### src/rtl/sram_async_ctrl.sv
module sram_async_ctrl #(
  parameter int CLK_NS   = 10,
  parameter int ADDR_W   = 17,
  parameter int T_AA_NS  = 10,
  parameter int T_RC_NS  = 10,
  parameter int T_DOE_NS = 6,
  parameter int T_PWE_NS = 8,
  parameter int T_AW_NS  = 8,
  parameter int T_SD_NS  = 6,
  parameter int T_HZ_NS  = 4
) (
  input  logic              clk,
  input  logic              rst_n,
  input  logic              req,
  input  logic              wr,
  input  logic [ADDR_W-1:0] addr,
  input  logic [15:0]       wdata,
  input  logic [1:0]        be,
  output logic              ready,
  output logic              done,
  output logic [15:0]       rdata,
  output logic              mem_ce_n,
  output logic              mem_oe_n,
  output logic              mem_we_n,
  output logic              mem_ub_n,
  output logic              mem_lb_n,
  output logic [ADDR_W-1:0] mem_addr,
  output logic [15:0]       mem_dq_out,
  output logic [1:0]        mem_dq_oe,
  input  logic [15:0]       mem_dq_in
);

  function automatic int cdiv(input int ns);
    return (ns + CLK_NS - 1) / CLK_NS;
  endfunction

  localparam int RD_NS   = (T_AA_NS > T_RC_NS) ? ((T_AA_NS > T_DOE_NS) ? T_AA_NS : T_DOE_NS)
                                               : ((T_RC_NS > T_DOE_NS) ? T_RC_NS : T_DOE_NS);
  localparam int WR_NS   = (T_PWE_NS > T_AW_NS) ? ((T_PWE_NS > T_SD_NS) ? T_PWE_NS : T_SD_NS)
                                                : ((T_AW_NS > T_SD_NS) ? T_AW_NS : T_SD_NS);
  localparam int RD_CYC  = (cdiv(RD_NS) < 1) ? 1 : cdiv(RD_NS);
  localparam int WR_CYC  = (cdiv(WR_NS) < 1) ? 1 : cdiv(WR_NS);
  localparam int TA_CYC  = (cdiv(T_HZ_NS) < 0) ? 0 : cdiv(T_HZ_NS);
  localparam int TA_M1   = (TA_CYC > 0) ? TA_CYC - 1 : 0;
  localparam int MAXC    = (RD_CYC > WR_CYC) ? ((RD_CYC > TA_CYC) ? RD_CYC : TA_CYC)
                                             : ((WR_CYC > TA_CYC) ? WR_CYC : TA_CYC);
  localparam int CW      = (MAXC < 2) ? 1 : $clog2(MAXC);

  typedef enum logic [2:0] {S_IDLE, S_TURN, S_RD, S_WR, S_WEND} st_t;

  st_t              st, nst;
  logic [CW-1:0]    cnt, ncnt;
  logic [ADDR_W-1:0] a_q;
  logic [15:0]      d_q;
  logic [1:0]       be_q, bsel;
  logic             last;

  assign last       = (cnt == '0);
  assign bsel       = (st == S_IDLE) ? be : be_q;
  assign mem_addr   = a_q;
  assign mem_dq_out = d_q;

  always_comb begin
    nst  = st;
    ncnt = last ? cnt : cnt - CW'(1);
    case (st)
      S_IDLE:
        if (req && be != 2'b00) begin
          if (!wr) begin
            nst  = S_RD;
            ncnt = CW'(RD_CYC - 1);
          end else if (TA_CYC > 0) begin
            nst  = S_TURN;
            ncnt = CW'(TA_M1);
          end else begin
            nst  = S_WR;
            ncnt = CW'(WR_CYC - 1);
          end
        end
      S_TURN:
        if (last) begin
          nst  = S_WR;
          ncnt = CW'(WR_CYC - 1);
        end
      S_RD:   if (last) nst = S_IDLE;
      S_WR:   if (last) nst = S_WEND;
      S_WEND: nst = S_IDLE;
      default: nst = S_IDLE;
    endcase
  end

  always_ff @(posedge clk or negedge rst_n) begin
    if (!rst_n) begin
      st        <= S_IDLE;
      cnt       <= '0;
      a_q       <= '0;
      d_q       <= '0;
      be_q      <= '0;
      rdata     <= '0;
      done      <= 1'b0;
      ready     <= 1'b1;
      mem_ce_n  <= 1'b1;
      mem_oe_n  <= 1'b1;
      mem_we_n  <= 1'b1;
      mem_ub_n  <= 1'b1;
      mem_lb_n  <= 1'b1;
      mem_dq_oe <= 2'b00;
    end else begin
      st   <= nst;
      cnt  <= ncnt;
      done <= (st == S_RD && last) || (st == S_WEND) ||
              (st == S_IDLE && req && be == 2'b00);
      if (st == S_IDLE && req) begin
        a_q  <= addr;
        d_q  <= wdata;
        be_q <= be;
      end
      if (st == S_RD && last)
        rdata <= {be_q[1] ? mem_dq_in[15:8] : 8'h00,
                  be_q[0] ? mem_dq_in[7:0]  : 8'h00};
      ready     <= (nst == S_IDLE);
      mem_ce_n  <= (nst == S_IDLE);
      mem_oe_n  <= (nst != S_RD);
      mem_we_n  <= (nst != S_WR);
      mem_lb_n  <= !((nst == S_RD || nst == S_WR) && bsel[0]);
      mem_ub_n  <= !((nst == S_RD || nst == S_WR) && bsel[1]);
      mem_dq_oe <= (nst == S_WR || nst == S_WEND) ? bsel : 2'b00;
    end
  end


  no_contention_chk: assert property (@(posedge clk) disable iff (!rst_n)
    (mem_dq_oe != 2'b00) |-> mem_oe_n);


  write_pulse_chk: assert property (@(posedge clk) disable iff (!rst_n)
    !mem_we_n |-> (!mem_ce_n && mem_oe_n && !(mem_ub_n && mem_lb_n)));


  write_addr_stable_chk: assert property (@(posedge clk) disable iff (!rst_n)
    (!mem_we_n && $past(!mem_we_n)) |-> $stable(mem_addr));


  write_hold_chk: assert property (@(posedge clk) disable iff (!rst_n)
    $rose(mem_we_n) |-> (mem_dq_oe == $past(mem_dq_oe) && $stable(mem_dq_out) && !mem_ce_n));


  turnaround_chk: assert property (@(posedge clk) disable iff (!rst_n)
    (TA_CYC > 0 && $fell(mem_we_n)) |-> $past(!mem_ce_n && mem_oe_n && mem_dq_oe == 2'b00));


  done_pulse_chk: assert property (@(posedge clk) disable iff (!rst_n)
    done |=> (!done || $past(req && ready && be == 2'b00)));


  done_idle_chk: assert property (@(posedge clk) disable iff (!rst_n)
    done |-> (ready && mem_ce_n && mem_we_n && mem_oe_n && mem_dq_oe == 2'b00));


  empty_req_chk: assert property (@(posedge clk) disable iff (!rst_n)
    (req && ready && be == 2'b00) |=> (done && mem_ce_n && mem_we_n));

endmodule

### config.mk
export PLATFORM = sky130hd
export DESIGN_NAME = sram_async_ctrl
export DESIGN_NICKNAME = d
export VERILOG_FILES = /design/src/rtl/sram_async_ctrl.sv
export SDC_FILE = /design/constraint.sdc
export NUM_CORES = 1
export LEC_CHECK = 0
export CORE_MARGIN = 2
export CORE_UTILIZATION = 37
export DETAILED_ROUTE_END_ITERATION = 16
export PLACE_DENSITY = 0.8
export SLEW_MARGIN = 20
export SYNTH_ARGS = -nofsm -noshare
export SYNTH_HDL_FRONTEND = slang
export SYNTH_SLANG_ARGS = --single-unit
### constraint.sdc
create_clock -name clk -period 1.65 [get_ports clk]
set_input_delay 0.33 -clock clk [delete_from_list [all_inputs] [get_ports clk]]
set_output_delay 0.33 -clock clk [all_outputs]
set_load 0.02 [all_outputs]
==> out/results.txt, run 1 <==
Outcome: completed
Vias post-DR: 1741
Worst-skew pair later-pin latency: 0.32 ns
Setup-failing EPs final: 0
Slowest Stage Delay on Critical Path: 0.61 ns
Layout cells sized above 1: 0.1948
R2R setup slack: 0.15 ns
Vias per inst: 4.522
Cell count after synthesis: 184
Fmax: 623.0 MHz
WL per Instance: 13.43 um
Synthesized flop and latch total: 62
Antenna cells: 0
Non-Filler Instances: 385
Root Buffer: clkbuf_8
First-pass GRT wire length: 8480 um
Number of I/O pins: 113
Top FF cell, synth: dfrtp_1
Total of warnings raised by yosys: 0
Pwr Total: 0.007512 W
Gr usage total: 0.1515
Largest net degree at the start of global routing: 63
Critical Path AT: 1.28 ns
Post-Layout Inst Area: 3866 um2
Number of global-route vias before repair: 1793
Tmin final: 1.605 ns
Iteration-0 DRC Markers: 79
DRT Pass-1 Iters: 4
Post-synth ARST share: 1.000
Setup Skew: 0.004241 ns
Max Slew Vio Count: 0
Setup TNS: 0 ns
Worst Tran Pin Value: 0.3882 ns
Post-synthesis sequential area ratio: 0.6508
Period utilization: 0.9727
Fillers: 515
Buf/Inv on CP: 1
CTS tree: built
Initial antenna violation count: 0
H-Tree Depth: 3
Total grt overflow: 0
DRT antenna net count: 0
Post-synth EDFFs: 0
Clock sink count: 62
Unrepaired setup endpoints after global routing: no
Layout area overhead: 61.53%
Number of port buffers: 112
Starting density of the core: 0.3791
Number of max-cap violations: 0
CP required: 1.32 ns
Max_slew headroom: 0.7412
Horiz. Die Dim: 84.43 um
Clock transition at path regs: 0.06 ns
Syn_area_per_cell: 13.01 um2
GPL Wtd Cong: 0.7912
Hold_buf cts: 0
Crit path max fanout: 2
Slowest cell on the critical path: clkdlybuf4s50_1
Final hold vios: 0
Routed wire length: 5169 um
Crit-path leading delay family: buffers and inverters
Syn nets: 239
Placed Area: 3615 um2
Hold WC Path Type: input port to async pin
Crit. End Element: output pin
Remaining routing DRC violations: 0
Core region area: 6314 um2
Maximum vdd drop: 1.161 mV
Vert. Die Dim: 84.43 um
Startpoint type of the worst setup path: flop
Clock Tree Buf Depth: 2
Power Density: 1943 nW/um2
DP Cell Count: 369
Synthesized area: 2394 um2
Crit-path cells: clkdlybuf4s50_1
Final nets: 358
CTS buffer count: 9
Cell Rows: 29
Critical path type: flop to output pin
Post-DP HPWL: 3711 um
Distinct cell type count after synthesis: 21
Die footprint: 7128 um2
Pleak: 1.981 nW
[cells in the final DEF (no fill, tap or decap), types with 3 or more instances in the layout]
cell type	synthesis	routed
nand2_1	37	37
clkdlybuf4s50_1	0	70
mux2_2	33	33
buf_4	1	5
a21oi_1	3	3
and2_1	3	3
dlygate4sd2_1	0	6
o21ai_0	19	19
clkbuf_8	0	11
clkbuf_1	6	4
dfrtp_1	57	57
dlymetal6s2s_1	0	35
nor2_1	4	4
dfstp_2	5	5
[state kept, by name (all words and copies together) (netlist names)]
name	cells
mem_dq_oe	2
mem_we_n	1
mem_addr	17
mem_oe_n	1
mem_dq_out	16
st	3
done	1
rdata	16
mem_ce_n	1
mem_lb_n	1
be_q	2
mem_ub_n	1
[routing by layer]
metal	track usage	vias up	share of wire
met3	0.06096	7	0.091
met1	0.1847	801	0.42
met5	0	-	0
li1	-	859	-
met2	0.2525	74	0.48
met4	0.03896	0	0.0095
[path summary, 6_finish.rpt]
kind / cells past startpoint / end / from
worst max register to register: 3 / mem_addr[16] / st[1]
max in group asynchronous: 2 / mem_we_n / rst_n
min in group clk: 2 / rdata[15] / rdata[15]
worst min-delay path: 2 / mem_dq_out[9] / rst_n
worst max-delay path: 1 / rdata[3] / rdata[3]
worst min register to register: 2 / rdata[15] / rdata[15]
[area by class of cell]
type	count	area, um2	share of cell area
Clock buffer	15	166.4	0.04304
Clock inverter	1	5.005	0.001294
Multi-Input combinational cell	111	767.0	0.1984
Sequential cell	62	1558	0.4029
Tap cell	77	96.34	0.02492
Timing Repair Buffer	119	1274	0.3294
[report_power, final]
| part | leakage, nW | switching [W] | internal, W |
|---|---|---|---|
| Clock | 0.0877 | 0.000518 | 0.000628 |
| Sequential | 0.751 | 0.000425 | 0.00229 |
| Combinational | 1.14 | 0.00178 | 0.00187 |
[metrics by stage]
step / hold WS (ns) / utilization / worst slack (ns)
after floorplan: 0.03441 / - / 0.06078
after global routing: 0.02977 / 0.6124 / 0.0006248
after global placement: 0.3635 / 0.5725 / -0.1424
after CTS: 0.01667 / 0.5985 / 0.00006417
final: 0.01769 / 0.6124 / 0.04499
after detailed placement: 0.3681 / 0.5725 / -0.2208
[repair_timing]
| item | CTS | global route |
|---|---|---|
| gates cloned | 0 | 0 |
| setup endpoints to repair | 6 | 35 |
| resized for setup | 6 | 35 |
| setup buffers | 0 | 0 |
[synthesized netlist by cell type, types with 2 or more instances]
master,count,area share
dfstp_2,5,0.055
mux2_1,2,0.0094
nand3b_1,2,0.0063
mux2_2,33,0.16
buf_6,3,0.014
nor2_1,4,0.0063
o21a_1,2,0.0063
o21ai_0,19,0.040
dfrtp_1,57,0.60
a21oi_1,3,0.0063
clkbuf_1,6,0.0094
nand2_1,37,0.058
and2_1,3,0.0078
[cells by family after synthesis]
group           count (synthesis)  synth area share
buf+inv                        11           0.02875
simple gates                   51            0.1004
flops                          62            0.6508
mux                            35            0.1647
compound gates                 25           0.05541
[worst reg2reg max path, stage by stage, from the launching register on]
cell	delay, ns
dfrtp_1	0.41
nor4b_4	0.34
buf_12	0.25
mux2_2	0.39
Power figures use the tool's default switching activity.
==> run 2: changes to the inputs <==
--- a/config.mk
+++ b/config.mk
@@ -9,6 +9,7 @@
 export CORE_UTILIZATION = 37
 export DETAILED_ROUTE_END_ITERATION = 16
 export PLACE_DENSITY = 0.8
+export SETUP_SLACK_MARGIN = 0.02
 export SLEW_MARGIN = 20
 export SYNTH_ARGS = -nofsm -noshare
 export SYNTH_HDL_FRONTEND = slang
==> run 2 against run 1 <==
Non-clock buffer count is the same. Register-to-register slack is essentially flat. Combinational power shrank 4%. Clock power is essentially flat. Critical path depth is the same. Via count grew 1.1%. Setup slack gained 0.022 ns. Cell count is the same. Sequential share of layout area grew 0.22 points. Critical path type unchanged. Highest routed layer unchanged.
==> out/results.txt, run 2 (synthesized netlist as in run 1, its figures left out) <==
Gr usage total: 0.1511 (-0.0004168)
DRT antenna net count: 0 (unchanged)
DP Cell Count: 369 (unchanged)
Core region area: 6314 um2 (unchanged)
Final nets: 358 (unchanged)
Clock sink count: 62 (unchanged)
Clock transition at path regs: 0.06 ns (about the same)
Worst Tran Pin Value: 0.3822 ns (-0.005981 ns)
Layout cells sized above 1: 0.1948 (unchanged)
H-Tree Depth: 3 (unchanged)
Number of port buffers: 112 (unchanged)
GPL Wtd Cong: 0.7912 (unchanged)
Critical path type: flop to output pin
Remaining routing DRC violations: 0 (unchanged)
Max Slew Vio Count: 0 (unchanged)
Fillers: 529 (+2.7%)
Hold_ws: 0.01921 ns (+0.001518 ns)
Number of max-cap violations: 0 (unchanged)
Vias post-DR: 1760 (+1.1%)
Maximum vdd drop: 1.082 mV (-6.8%)
Setup-failing EPs final: 0 (unchanged)
Starting density of the core: 0.3791 (unchanged)
Max_slew headroom: 0.7452 (+0.003987)
Fmax: 631.8 MHz (+1.4%)
Non-Filler Instances: 385 (unchanged)
DRT Pass-1 Iters: 4 (unchanged)
Placed Area: 3615 um2 (unchanged)
CTS buffer count: 9 (unchanged)
Max reg flops: 17 (unchanged)
Largest net degree at the start of global routing: 63 (unchanged)
Slowest cell on the critical path: clkdlybuf4s50_1
Multi-input gate area: 767.0 um2 (unchanged)
Final hold vios: 0 (unchanged)
Root Buffer: clkbuf_8
Most frequent cells in the layout: 57 x dfrtp_1, 56 x clkdlybuf4s50_1, 37 x nand2_1
CTS tree: built
Unrepaired setup endpoints after global routing: no
Cell Rows: 29 (unchanged)
Worst-skew pair later-pin latency: 0.32 ns (about the same)
Slowest Stage Delay on Critical Path: 0.60 ns (about the same)
Period utilization: 0.9593 (-0.01343)
Clock Tree Buf Depth: 2 (unchanged)
Initial antenna violation count: 0 (unchanged)
Critical Path AT: 1.25 ns (-0.03 ns)
Layout area overhead: 60.64%
Register area: 1558 um2 (unchanged)
Outcome: completed
Iteration-0 DRC Markers: 88 (+11%)
Crit. End Element: output pin
Number of global-route vias before repair: 1781 (-0.67%)
Post-DP HPWL: 3711 um (unchanged)
WL per Instance: 13.23 um (-1.5%)
Hold_buf cts: 0 (unchanged)
Antenna cells: 0 (unchanged)
Setup Skew: 0.007616 ns (+0.003376 ns)
Vert. Die Dim: 84.43 um (unchanged)
Vias per inst: 4.571 (+1.1%)
Pleak: 1.991 nW (+0.50%)
Number of I/O pins: 113 (unchanged)
Buf/Inv on CP: 1 (unchanged)
CP required: 1.32 ns (about the same)
Setup TNS: 0 ns (unchanged)
Routed wire length: 5094 um (-1.5%)
Startpoint type of the worst setup path: flop
Post-Layout Inst Area: 3845 um2 (-0.55%)
Power Density: 1915 nW/um2 (-1.5%)
First-pass GRT wire length: 8452 um (-0.33%)
Hold WC Path Type: input port to async pin
Die footprint: 7128 um2 (unchanged)
Crit-path cells: clkdlybuf4s50_1
Crit-path leading delay family: buffers and inverters
Most common cell after layout, fill and taps aside: dfrtp_1
Post-CTS setup buffer count: 0 (unchanged)
Horiz. Die Dim: 84.43 um (unchanged)
Tmin final: 1.583 ns (-0.02216 ns)
Crit path max fanout: 2 (unchanged)
Total grt overflow: 0 (unchanged)
-- run 2: path summary, 6_finish.rpt --
| check | startpoint | end | slack, ns | depth (start not counted) |
|---|---|---|---|---|
| worst max-delay path | mem_addr[1] | mem_addr[1] | 0.07 | 1 |
| worst min-delay path | rst_n | mem_dq_out[9] | 0.02 | 2 |
| worst max register to register | st[1] | mem_addr[16] | 0.15 | 3 |
| worst min register to register | rdata[15] | rdata[15] | 0.48 | 2 |
| max in group asynchronous | rst_n | mem_oe_n | 1.34 | 2 |
| min in group clk | rdata[15] | rdata[15] | 0.48 | 2 |
-- run 2: metrics by stage --
| step | total power [W] | setup slack, ns | util |
|---|---|---|---|
| floorplan | 0.004779 | 0.06078 | - |
| global placement | 0.006489 | -0.1424 | 0.5725 |
| detailed placement | 0.006597 | -0.2208 | 0.5725 |
| CTS | 0.007590 | 0.02010 | 0.5955 |
| global route | 0.007853 | 0.02036 | 0.6090 |
| finish | 0.007362 | 0.06715 | 0.6090 |
-- run 2: metal layers --
metal / track usage / vias up / routed length (um)
li1: - / 863 / -
met1: 0.1835 / 815 / 2102
met2: 0.2525 / 76 / 2446
met3: 0.06096 / 6 / 501
met4: 0.03896 / 0 / 43
met5: 0 / - / 0
-- run 2: power breakdown --
group | internal, W | switching, W | total (W)
registers | 0.00229 | 0.000411 | 0.00270
clock network | 0.000628 | 0.000512 | 0.00114
logic | 0.00174 | 0.00178 | 0.00352
-- run 2: area by class of cell --
type / count / area share
Multi-Input combinational cell: 111 / 0.1995
Clock buffer: 15 / 0.04328
Sequential cell: 62 / 0.4051
Tap cell: 77 / 0.02506
Clock inverter: 1 / 0.001302
Timing Repair Buffer: 119 / 0.3257
-- run 2: what timing repair did --
item,CTS,global route
gates resized for setup,21,34
hold endpoints to repair,0,0
endpoints found under the setup margin,21,34
==> run 3: changes to the inputs <==
--- a/config.mk
+++ b/config.mk
@@ -5,7 +5,8 @@
 export SDC_FILE = /design/constraint.sdc
 export NUM_CORES = 1
 export LEC_CHECK = 0
-export CORE_MARGIN = 2
+export CAP_MARGIN = 20
+export CORE_MARGIN = 4
 export CORE_UTILIZATION = 37
 export DETAILED_ROUTE_END_ITERATION = 16
 export PLACE_DENSITY = 0.8
==> run 3 against run 2 <==
Global-route usage down 0.72 points. Die area up 9.7%. Final area about the same. Wire length up 7.3%. Critical endpoint is now mem_dq_out[7]. Largest cell class unchanged. Highest routed layer unchanged.
==> out/results.txt, run 3 (synthesized netlist as in run 1, its figures left out) <==
R2R depth: 3 (unchanged)
Worst Tran Pin Value: 0.3927 ns (+0.01053 ns)
Setup Skew: 0.009149 ns (+0.001533 ns)
Number of max-cap violations: 0 (unchanged)
Die footprint: 7820 um2 (+9.7%)
Max_slew headroom: 0.7382 (-0.007017)
Layout cells sized above 1: 0.1928 (-0.001995)
Crit. End Element: output pin
Core region area: 6314 um2 (unchanged)
Most common cell after layout, fill and taps aside: clkdlybuf4s50_1
Fillers: 523 (-1.1%)
Post-CTS setup buffer count: 0 (unchanged)
Hold WC Path Type: input port to async pin
GPL Wtd Cong: 0.7973 (+0.77%)
Iteration-0 DRC Markers: 23 (-74%)
Cell Rows: 29 (unchanged)
Post-Layout Inst Area: 3846 um2 (about the same)
WL per Instance: 14.27 um (+7.9%)
Pwr Total: 0.007420 W (+0.78%)
Fmax: 630.3 MHz (-0.23%)
Pleak: 2.005 nW (+0.73%)
Number of global-route vias before repair: 1882 (+5.7%)
Power Density: 1929 nW/um2 (+0.75%)
Horiz. Die Dim: 88.43 um (+4.7%)
Setup-failing EPs final: 0 (unchanged)
Number of port buffers: 112 (unchanged)
Period utilization: 0.9615 (+0.002206)
Unrepaired setup endpoints after global routing: no
Stages on worst setup path: 1 (unchanged)
DRT antenna net count: 0 (unchanged)
Placed Area: 3607 um2 (-0.21%)
Post-CTS sizing: 15 (-29%)
Most frequent cells in the layout: 60 x clkdlybuf4s50_1, 57 x dfrtp_1, 37 x nand2_1
Maximum vdd drop: 1.011 mV (-6.6%)
Remaining routing DRC violations: 0 (unchanged)
Worst setup path startpoint: mem_dq_out[7]
Vias post-DR: 1772 (+0.68%)
Hold_ws: 0.01031 ns (-0.008897 ns)
Slowest Stage Delay on Critical Path: 0.60 ns (about the same)
Number of I/O pins: 113 (unchanged)
CTS buffer count: 9 (unchanged)
Final hold vios: 0 (unchanged)
Total grt overflow: 0 (unchanged)
Buf/Inv on CP: 1 (unchanged)
Largest net degree at the start of global routing: 63 (unchanged)
Vert. Die Dim: 88.43 um (+4.7%)
Critical path type: flop to output pin
Clock Tree Buf Depth: 2 (unchanged)
Initial antenna violation count: 0 (unchanged)
Antenna cells: 0 (unchanged)
Layout area overhead: 60.69% (about the same)
Crit path max fanout: 2 (unchanged)
CTS tree: built
DRT Pass-1 Iters: 4 (unchanged)
Reg-to-Reg Start: st[1]
Max Slew Vio Count: 0 (unchanged)
Worst-skew pair later-pin latency: 0.31 ns (about the same)
Crit-path leading delay family: buffers and inverters
Hold_buf cts: 0 (unchanged)
Gr usage total: 0.1439 (-0.007211)
Crit-path cells: clkdlybuf4s50_1
Tmin final: 1.586 ns (+0.003640 ns)
Slowest cell on the critical path: clkdlybuf4s50_1
H-Tree Depth: 3 (unchanged)
Clock sink count: 62 (unchanged)
Max reg flops: 17 (unchanged)
First-pass GRT wire length: 8652 um (+2.4%)
Starting density of the core: 0.3791 (unchanged)
Vias per inst: 4.627 (+1.2%)
Outcome: completed
Critical Path AT: 1.26 ns (about the same)
Clock transition at path regs: 0.07 ns (about the same)
Routed wire length: 5466 um (+7.3%)
CP required: 1.32 ns (about the same)
Startpoint type of the worst setup path: flop
Final nets: 357 (-0.28%)
Root Buffer: clkbuf_8
Post-DP HPWL: 3937 um (+6.1%)
[run 3: cell count changes in the layout (fill, tap and decap cells not counted), sizes merged]
| cell | before | now |
|---|---|---|
| buf | 8 | 7 |
| clkbuf | 15 | 14 |
| dlygate4sd2 | 21 | 15 |
| dlymetal6s2s | 34 | 36 |
| clkdlybuf4s50 | 56 | 60 |
[run 3: path summary, 6_finish.rpt]
kind                            endpoint  slack (ns)
setup / recovery           mem_dq_out[7]        0.06
hold / removal             mem_dq_out[9]        0.01
setup reg to reg           mem_dq_out[0]        0.09
hold reg to reg                 rdata[8]        0.48
max in group asynchronous       mem_ce_n        1.31
min in group clk                rdata[8]        0.48
[run 3: power by group]
part	total [W]	switching (W)	internal, W
combinational	0.00356	0.00179	0.00177
clock	0.00114	0.000521	0.000619
sequential	0.00272	0.000427	0.00229
total	0.00742	0.00274	0.00468
[run 3: area by class of cell]
class,instances,area (um2),area share
Tap cell,77,96.34,0.02505
Sequential cell,62,1558,0.4050
Clock inverter,1,5.005,0.001301
Timing Repair Buffer,118,1257,0.3269
Clock buffer,14,162.7,0.04229
Multi-Input combinational cell,111,767.0,0.1994
[run 3: through the flow]
step	setup slack [ns]	setup TNS, ns	utilization	instances
after detailed placement	-0.1817	-6.031	0.5713	368
final	0.06351	0	0.6092	383
after global routing	0.02168	0	0.6092	383
after floorplan	0.06078	0	-	184
after CTS	0.02093	0	0.5949	383
after global placement	-0.1487	-4.946	0.5713	368
[run 3: layer usage]
| layer | GRT usage | vias to the layer above | routed length [um] |
|---|---|---|---|
| li1 | - | 854 | - |
| met1 | 0.1667 | 833 | 2185 |
| met2 | 0.2427 | 77 | 2612 |
| met3 | 0.05773 | 8 | 604 |
| met4 | 0.04945 | 0 | 63 |
| met5 | 0 | - | 0 |
